<file path="src/rtl/pbf_pkg.sv">
package pbf_pkg;

    typedef enum logic [1:0] {
        ST_IDLE = 2'd0,
        ST_WAIT = 2'd1,
        ST_RUN  = 2'd2
    } pbf_state_e;

endpackage

</file>
<file path="src/rtl/pbf_word_store.sv">
module pbf_word_store #(
    parameter int DATA_W = 16,
    parameter int NCH    = 3,
    parameter int TAG_W  = 2,
    parameter int SLOT_W = 3
) (
    input  logic              clk,
    input  logic              rst_n,
    input  logic              wr_en,
    input  logic [TAG_W-1:0]  wr_tag,
    input  logic [DATA_W-1:0] wr_data,
    input  logic              one_ch,
    input  logic [SLOT_W-1:0] rd_idx,
    output logic [DATA_W-1:0] rd_data
);

    logic [DATA_W-1:0] ent_q [NCH];

    for (genvar gi = 0; gi < NCH; gi++) begin : g_ent
        logic hit;
        assign hit = wr_en && (one_ch ? (gi == 0) : (wr_tag == TAG_W'(gi)));
        always_ff @(posedge clk or negedge rst_n) begin
            if (!rst_n)   ent_q[gi] <= '0;
            else if (hit) ent_q[gi] <= wr_data;
        end
    end

    always_comb begin
        rd_data = '0;
        for (int i = 0; i < NCH; i++) begin
            if (rd_idx == SLOT_W'(i)) rd_data = ent_q[i];
        end
    end

endmodule

</file>
<file path="src/rtl/pbf_slot_fsm.sv">
module pbf_slot_fsm
    import pbf_pkg::*;
#(
    parameter int NCH    = 3,
    parameter int SLOT_W = 3
) (
    input  logic              clk,
    input  logic              rst_n,
    input  logic              pwr,
    input  logic              mark,
    input  logic              casc_eff,
    input  logic              one_ch,
    input  logic              dev_id,
    output logic              drive,
    output logic              oe_next,
    output logic [SLOT_W-1:0] rd_idx
);

    localparam logic [SLOT_W-1:0] LAST_CASC = SLOT_W'(2 * NCH - 1);
    localparam logic [SLOT_W-1:0] LAST_NORM = SLOT_W'(NCH - 1);
    localparam logic [SLOT_W-1:0] HALF      = SLOT_W'(NCH);

    pbf_state_e        state_q, state_d;
    logic [SLOT_W-1:0] slot_q, slot_d, last_slot;

    always_comb begin
        if (one_ch)        last_slot = '0;
        else if (casc_eff) last_slot = LAST_CASC;
        else               last_slot = LAST_NORM;
    end

    always_comb begin
        state_d = state_q;
        unique case (state_q)
            ST_IDLE: if (pwr)  state_d = ST_WAIT;
            ST_WAIT: if (!pwr) state_d = ST_IDLE;
                     else if (mark) state_d = ST_RUN;
            ST_RUN:  if (!pwr) state_d = ST_IDLE;
            default: state_d = ST_IDLE;
        endcase
        if (mark)                   slot_d = '0;
        else if (state_q != ST_RUN) slot_d = slot_q;
        else if (slot_q >= last_slot) slot_d = '0;
        else                        slot_d = slot_q + 1'b1;
    end

    always_ff @(posedge clk or negedge rst_n) begin
        if (!rst_n) begin
            state_q <= ST_IDLE;
            slot_q  <= '0;
        end else begin
            state_q <= state_d;
            slot_q  <= slot_d;
        end
    end

    always_comb begin
        drive   = 1'b0;
        oe_next = !casc_eff;
        rd_idx  = '0;
        unique case (state_q)
            ST_IDLE, ST_WAIT: begin
                drive   = 1'b0;
                oe_next = !casc_eff;
            end
            ST_RUN: begin
                if (one_ch) begin
                    drive   = 1'b1;
                    oe_next = 1'b1;
                    rd_idx  = '0;
                end else if (casc_eff) begin
                    drive   = ((slot_q >= HALF) == dev_id);
                    oe_next = drive;
                    rd_idx  = (slot_q >= HALF) ? slot_q - HALF : slot_q;
                end else begin
                    drive   = 1'b1;
                    oe_next = 1'b1;
                    rd_idx  = slot_q;
                end
            end
            default: ;
        endcase
    end

endmodule

</file>
<file path="src/rtl/pbf_ddr_out.sv">
module pbf_ddr_out #(
    parameter int BYTE_W = 8
) (
    input  logic              clk,
    input  logic              rst_n,
    input  logic [BYTE_W-1:0] hi_byte,
    input  logic [BYTE_W-1:0] lo_byte,
    input  logic              oe_next,
    output logic [BYTE_W-1:0] q,
    output logic              oe
);

    logic [BYTE_W-1:0] rise_q, fall_q, lo_hold_q;
    logic              oe_q;

    always_ff @(posedge clk or negedge rst_n) begin
        if (!rst_n) begin
            rise_q    <= '0;
            lo_hold_q <= '0;
            oe_q      <= 1'b0;
        end else begin
            rise_q    <= hi_byte ^ fall_q;
            lo_hold_q <= lo_byte;
            oe_q      <= oe_next;
        end
    end

    always_ff @(negedge clk or negedge rst_n) begin
        if (!rst_n) fall_q <= '0;
        else        fall_q <= lo_hold_q ^ rise_q;
    end

    assign q  = rise_q ^ fall_q;
    assign oe = oe_q;

endmodule

</file>
<file path="src/rtl/pixel_bus_formatter.sv">
module pixel_bus_formatter #(
    parameter int DATA_W = 16,
    parameter int NCH    = 3,
    parameter int TAG_W  = 2
) (
    input  logic              clk,
    input  logic              rst_n,
    input  logic              cfg_pwr,
    input  logic              cfg_gray,
    input  logic              cfg_casc,
    input  logic              cfg_dev_id,
    input  logic              cfg_one_ch,
    input  logic              frame_mark,
    input  logic              pix_valid,
    input  logic [TAG_W-1:0]  pix_chan,
    input  logic [DATA_W-1:0] pix_data,
    output logic [DATA_W/2-1:0] bus_data,
    output logic              bus_oe
);

    localparam int BYTE_W = DATA_W / 2;
    localparam int SLOT_W = $clog2(2 * NCH);

    logic              casc_eff, drive, oe_next;
    logic [SLOT_W-1:0] rd_idx;
    logic [DATA_W-1:0] rd_data, coded, sent;

    assign casc_eff = cfg_casc && !cfg_one_ch;

    pbf_word_store #(
        .DATA_W(DATA_W), .NCH(NCH), .TAG_W(TAG_W), .SLOT_W(SLOT_W)
    ) u_store (
        .clk(clk), .rst_n(rst_n), .wr_en(pix_valid), .wr_tag(pix_chan),
        .wr_data(pix_data), .one_ch(cfg_one_ch), .rd_idx(rd_idx),
        .rd_data(rd_data)
    );

    pbf_slot_fsm #(
        .NCH(NCH), .SLOT_W(SLOT_W)
    ) u_fsm (
        .clk(clk), .rst_n(rst_n), .pwr(cfg_pwr), .mark(frame_mark),
        .casc_eff(casc_eff), .one_ch(cfg_one_ch), .dev_id(cfg_dev_id),
        .drive(drive), .oe_next(oe_next), .rd_idx(rd_idx)
    );

    assign coded = cfg_gray ? (rd_data ^ (rd_data >> 1)) : rd_data;
    assign sent  = drive ? coded : '0;

    pbf_ddr_out #(
        .BYTE_W(BYTE_W)
    ) u_ddr (
        .clk(clk), .rst_n(rst_n), .hi_byte(sent[DATA_W-1:BYTE_W]),
        .lo_byte(sent[BYTE_W-1:0]), .oe_next(oe_next),
        .q(bus_data), .oe(bus_oe)
    );

endmodule

</file>
<file path="config.mk">
export PLATFORM = sky130hd
export DESIGN_NAME = pixel_bus_formatter
export DESIGN_NICKNAME = d
export VERILOG_FILES = /design/src/rtl/pbf_pkg.sv /design/src/rtl/pbf_word_store.sv /design/src/rtl/pbf_slot_fsm.sv /design/src/rtl/pbf_ddr_out.sv /design/src/rtl/pixel_bus_formatter.sv
export SDC_FILE = /design/constraint.sdc
export NUM_CORES = 1
export LEC_CHECK = 0
export ABC_CLOCK_PERIOD_IN_PS = 6300
export CORE_MARGIN = 1.5
export CORE_UTILIZATION = 50
export DETAILED_ROUTE_END_ITERATION = 16
export MAX_ROUTING_LAYER = met4
export PLACE_DENSITY = 0.72
export SKIP_CTS_REPAIR_TIMING = 1
export SLEW_MARGIN = 20
export SYNTH_ARGS = -nofsm -noshare
export SYNTH_HDL_FRONTEND = slang
export SYNTH_SLANG_ARGS = --single-unit
</file>
<file path="constraint.sdc">
create_clock -name clk -period 6.3 [get_ports clk]
set_clock_uncertainty 0.2 [all_clocks]
set_input_delay 0.63 -clock clk [delete_from_list [all_inputs] [get_ports clk]]
set_output_delay 0.63 -clock clk [all_outputs]
set_load 0.03 [all_outputs]
</file>
# == Word level (Yosys, flattened, before mapping) ==
# Cells that the tools add are included.
# op_classes
add_sub_neg,2
bitwise_logic,4
n_reduce_logical,10
eq_ne,12
mux,26
magnitude_cmp,2
# op_table
cell,count
two-way mux 16 bit,5
two-way mux 3 bit,9
XOR 8 bit,3
XOR 16 x 15 -> 16 bit,1
two-way mux 2 bit,4
inequality test 2 bit (second input constant),4
two-way mux 1 bit,7
one-hot mux 2 bit (3 select lines),1
== test 2 x 1 -> 1 bit (second input constant),2
== test 2 bit (second input constant),2
logical AND 1 bit,4
logical NOT 2 bit,2
adder 3 x 1 -> 3 bit (second input constant),1
== test 3 x 1 -> 1 bit (second input constant),1
== test 3 x 2 -> 1 bit (second input constant),1
>= comparator 3 x 2 -> 1 bit (second input constant),1
>= comparator 3 bit,1
logical NOT 3 bit,1
inequality test 3 bit (second input constant),1
AND reduction 3 bit,1
subtractor 3 x 2 -> 3 bit (second input constant),1
logical NOT 1 bit,2
== test 1 bit,1
# word_totals
inputBits,27
out_inout_bits,9
regBits,78
wordCells,65

# == Depth between registers and ports, before layout ==
# logic_depth
depth_word,13
mapped_depth,10
ltp_nobuf,9

# == By module ==
# Synthesis repeated with hierarchy kept, for this count alone.
# unflattened
hier_cells,365
area_unflattened_um2,4140.2
# modules_own_cells
mod,cells_per_inst,seq_area_each_um2,n_inst,area_each_um2
pbf_word_store,202,1201.2,1,2466.1
pbf_ddr_out,49,625.6,1,835.8
pbf_slot_fsm,48,125.1,1,427.9
pixel_bus_formatter,66,0.0,1,410.4

==> results <==
- The wire-length estimate of the detail-placed layout is 6210 um.
- Clock-pin slew was measured on the worst setup and hold paths at 0.08 ns.
- On the worst path, the slowest cell contributes a delay of 0.68 ns.
- The remaining antenna violation count after routing is 0.
- The boundary pin count is 36.
- At the later pin of the worst-skew pair, clock insertion delay measures 0.36 ns.
- The average vias per placed instance is 5.84.
- The worst setup path category is flip-flop to primary output.
- The number of antenna repair diodes is 0.
- Max-cap violations in this run came to 0.
- The final core utilization is 60.7%.
- Setup repair after global routing left no endpoint under its margin.
- The total area inside the core boundary comes to 7730 um2.
- The element type at the critical path end is a primary output.
- The final routed wirelength across all metal layers is 8740 um.
- The count of unresolved DRC violations after routing is 0.
- Clock tree synthesis found a total of 78 sinks.
- The required time at the worst-slack endpoint is 5.47 ns.
- The number of distinct library cells after synthesis is 49.
- The count of final hold-check violations was 0.
- The number of antenna violations at the first check in global routing is 0.
- The cell area after technology mapping is 3990 um2.
- The path class of the tightest hold or removal check is flip-flop to flip-flop.
- The average instance in the mapped netlist occupies 11.1 um2.
- Counting flops with a built-in enable in the synthesized netlist gives 0.
- TritonCTS created 9 clock buffers.
- The initial core utilization is 51.6%.
- The horizontal extent of the die is 92.3 um.
- The H-tree was split into 3 levels.
- The main flop type after synthesis is sky130_fd_sc_hd__dfrtp_1.
- The headroom to the max-slew limit is 47.2%.
- The row count is 32.
- The number of synthesized register bits is 78.
- The detailed-route wire length per cell is 17.4 um.
- Entering global routing, the biggest net connects 50 pins.
- At the end of routability-driven placement, the weighted congestion stood at 0.871.
- The least setup slack across all paths after layout is 0.681 ns.
- The signal on the critical path passes through xor2_1 -> clkdlybuf4s50_1.
- The sort of element at the start of the critical path is a flip-flop.
- The number of buffers on the longest clock path is 2.
- The top fanout value on the critical path is 2.
- The area growth from synthesis to final layout is 17.6%.
- The total cell area at the placement stage is 4440 um2.
- The reported leakage power is 1.97 nW.
- In the layout the commonest cells are sky130_fd_sc_hd__dfrtp_1, sky130_fd_sc_hd__mux2_2, sky130_fd_sc_hd__clkdlybuf4s50_1, sky130_fd_sc_hd__xor2_1, sky130_fd_sc_hd__nand2_1.
- The worst-case setup slack after placement is 1.03 ns.
- Setup violations remaining at the end of the flow were counted as 0.
- The run finished with clean final reports.
- TritonCTS built the clock tree.
- When the netlist entered floorplanning its net count stood at 392.
- The cell chosen for the clock root is sky130_fd_sc_hd__clkbuf_8.
- The count of synthesis-stage warnings from yosys is 0.
- The wire length of the first global-routing pass is 14,300 um.
- The transition time at the pin with the least slew margin is 0.790 ns.
- For this block, the via count after detailed routing is 2,924.
- The highest-delay cell along the critical path is sky130_fd_sc_hd__clkdlybuf4s50_1.
- The number of max-slew violations in the final report is 0.
- The number of buffer cells added on primary ports is 35.
- The floorplan die height is 92.3 um.
- The fraction of registers with async set/reset is 100%.
- The number of global-route vias before repair is 2,906.
- The final global-route overflow total is 0.
- The most common library cell in the layout ignoring fill and taps is sky130_fd_sc_hd__dfrtp_1.
- The die footprint is 8520 um2.
- For this run, the detailed router's first-pass iteration total came to 4.
- The final-layout worst hold slack is 0.304 ns.
- Of the synthesized area, sequential elements account for 49.0%.
- Of the cells placed in the final design, the portion with a size suffix greater than 1 is 19.3%.
- At the end of the flow, the number of nets in the layout was 426.
- The detailed router finished its first iteration with 171 violations.
- The summed area of non-filler cells in the final layout is 4690 um2.
- Global routing used 22.7% of the available tracks.
- The peak supply drop is 142 uV.
- Counting every instance in the synthesized netlist gives 360.
- Dividing total power by cell area gives a power density of 334 nW/um2.
- STA puts the critical path data arrival time at 4.79 ns.
- The final setup TNS is 0 ns.
[stage by stage]
stage / cells / power [mW]
after global routing: 501 / 1.64
after detailed placement: 482 / 1.17
final: 501 / 1.57
after global placement: 482 / 1.16
after CTS: 498 / 1.57
after floorplan: 360 / 0.997
[area by class of cell]
class | count | area [um2]
Multi-Input combinational cell | 257 | 1960
Clock inverter | 5 | 66.3
Sequential cell | 78 | 1950
Clock buffer | 11 | 151
Tap cell | 102 | 128
Timing Repair Buffer | 41 | 403
Inverter | 7 | 26.3
Fill cell | 635 | 3040
[cell usage after synthesis (all sizes together) (2+ instances only)]
| master | instances | area [um2] |
|---|---|---|
| or4 | 6 | 45.0 |
| a22o | 4 | 35.0 |
| a211o | 2 | 17.5 |
| nand2b | 4 | 25.0 |
| or2 | 4 | 25.0 |
| ha | 5 | 62.6 |
| nor3 | 5 | 25.0 |
| o211ai | 6 | 45.0 |
| buf | 3 | 21.3 |
| and2 | 13 | 81.3 |
| xnor2 | 3 | 26.3 |
| dfrtp | 70 | 1750 |
| mux2 | 48 | 541 |
| a32o | 5 | 50.1 |
| and3 | 3 | 18.8 |
| clkbuf | 15 | 56.3 |
| a211oi | 4 | 30.0 |
| xor2 | 26 | 228 |
| dfrtn | 8 | 200 |
| inv | 7 | 26.3 |
| a22oi | 5 | 37.5 |
| o21ai | 21 | 105 |
| a21oi | 20 | 111 |
| nor2 | 16 | 60.1 |
| o2111ai | 6 | 52.6 |
| o211a | 3 | 30.0 |
| nand3 | 8 | 40.0 |
| nand2 | 21 | 78.8 |
| o21a | 3 | 22.5 |
| nor4bb | 2 | 20.0 |
[state kept, by name, indices dropped and copies added (netlist names)]
name             cells
u_fsm.slot_q         3
u_ddr.rise_q         8
u_store.ent_q       48
u_ddr.oe             1
u_ddr.lo_hold_q      8
u_ddr.fall_q         8
u_fsm.state_q        2
[worst max-delay path, delay by kind of cell (launching register included)]
family	cells	cell delay, ns
xor gates and xnor gates	1	0.16
DFF	1	0.45
buffers and inverters	1	0.68
[report_power, final]
group          total (mW)  switching [mW]  internal (mW)
logic               0.460           0.232          0.229
clock network       0.401           0.192          0.209
registers           0.704          0.0852          0.619
total                1.57           0.509           1.06
[routing by layer]
metal	vias to the layer above	wire, um	global-route usage [%]
li1	1384	-	-
met1	1445	4050	30.1
met2	79	4140	34.3
met3	16	384	4.84
met4	0	169	8.97
met5	-	0	-
[worst paths after layout]
check | cells past startpoint | start | end | slack (ns)
min in group asynchronous | 2 | rst_n | u_ddr.rise_q[5]$_DFF_PN0_ | 0.53
max reg2reg | 2 | u_ddr.fall_q[6]$_DFF_NN0_ | u_ddr.rise_q[6]$_DFF_PN0_ | 2.14
max | 2 | u_ddr.fall_q[7]$_DFF_NN0_ | bus_data[7] | 0.68
min | 1 | u_store.ent_q[35]$_DFFE_PN0P_ | u_store.ent_q[35]$_DFFE_PN0P_ | 0.30
max in group asynchronous | 2 | rst_n | u_ddr.fall_q[1]$_DFF_NN0_ | 2.01
min reg2reg | 1 | u_store.ent_q[35]$_DFFE_PN0P_ | u_store.ent_q[35]$_DFFE_PN0P_ | 0.30
[logic make-up (layout without fill, tap and decap cells)]
kind of cell,after synthesis,in the layout,synth area share [%]
AOI/OAI and AO/OA,88,88,15.4
and+or+nand+nor,87,87,11.6
DFF,78,78,49.0
muxes,48,48,13.6
xor gates and xnor gates,29,29,6.37
buffers and inverters,25,64,2.60
adders and majority gates,5,5,1.57
No activity file was read; power rests on OpenSTA's default activity.
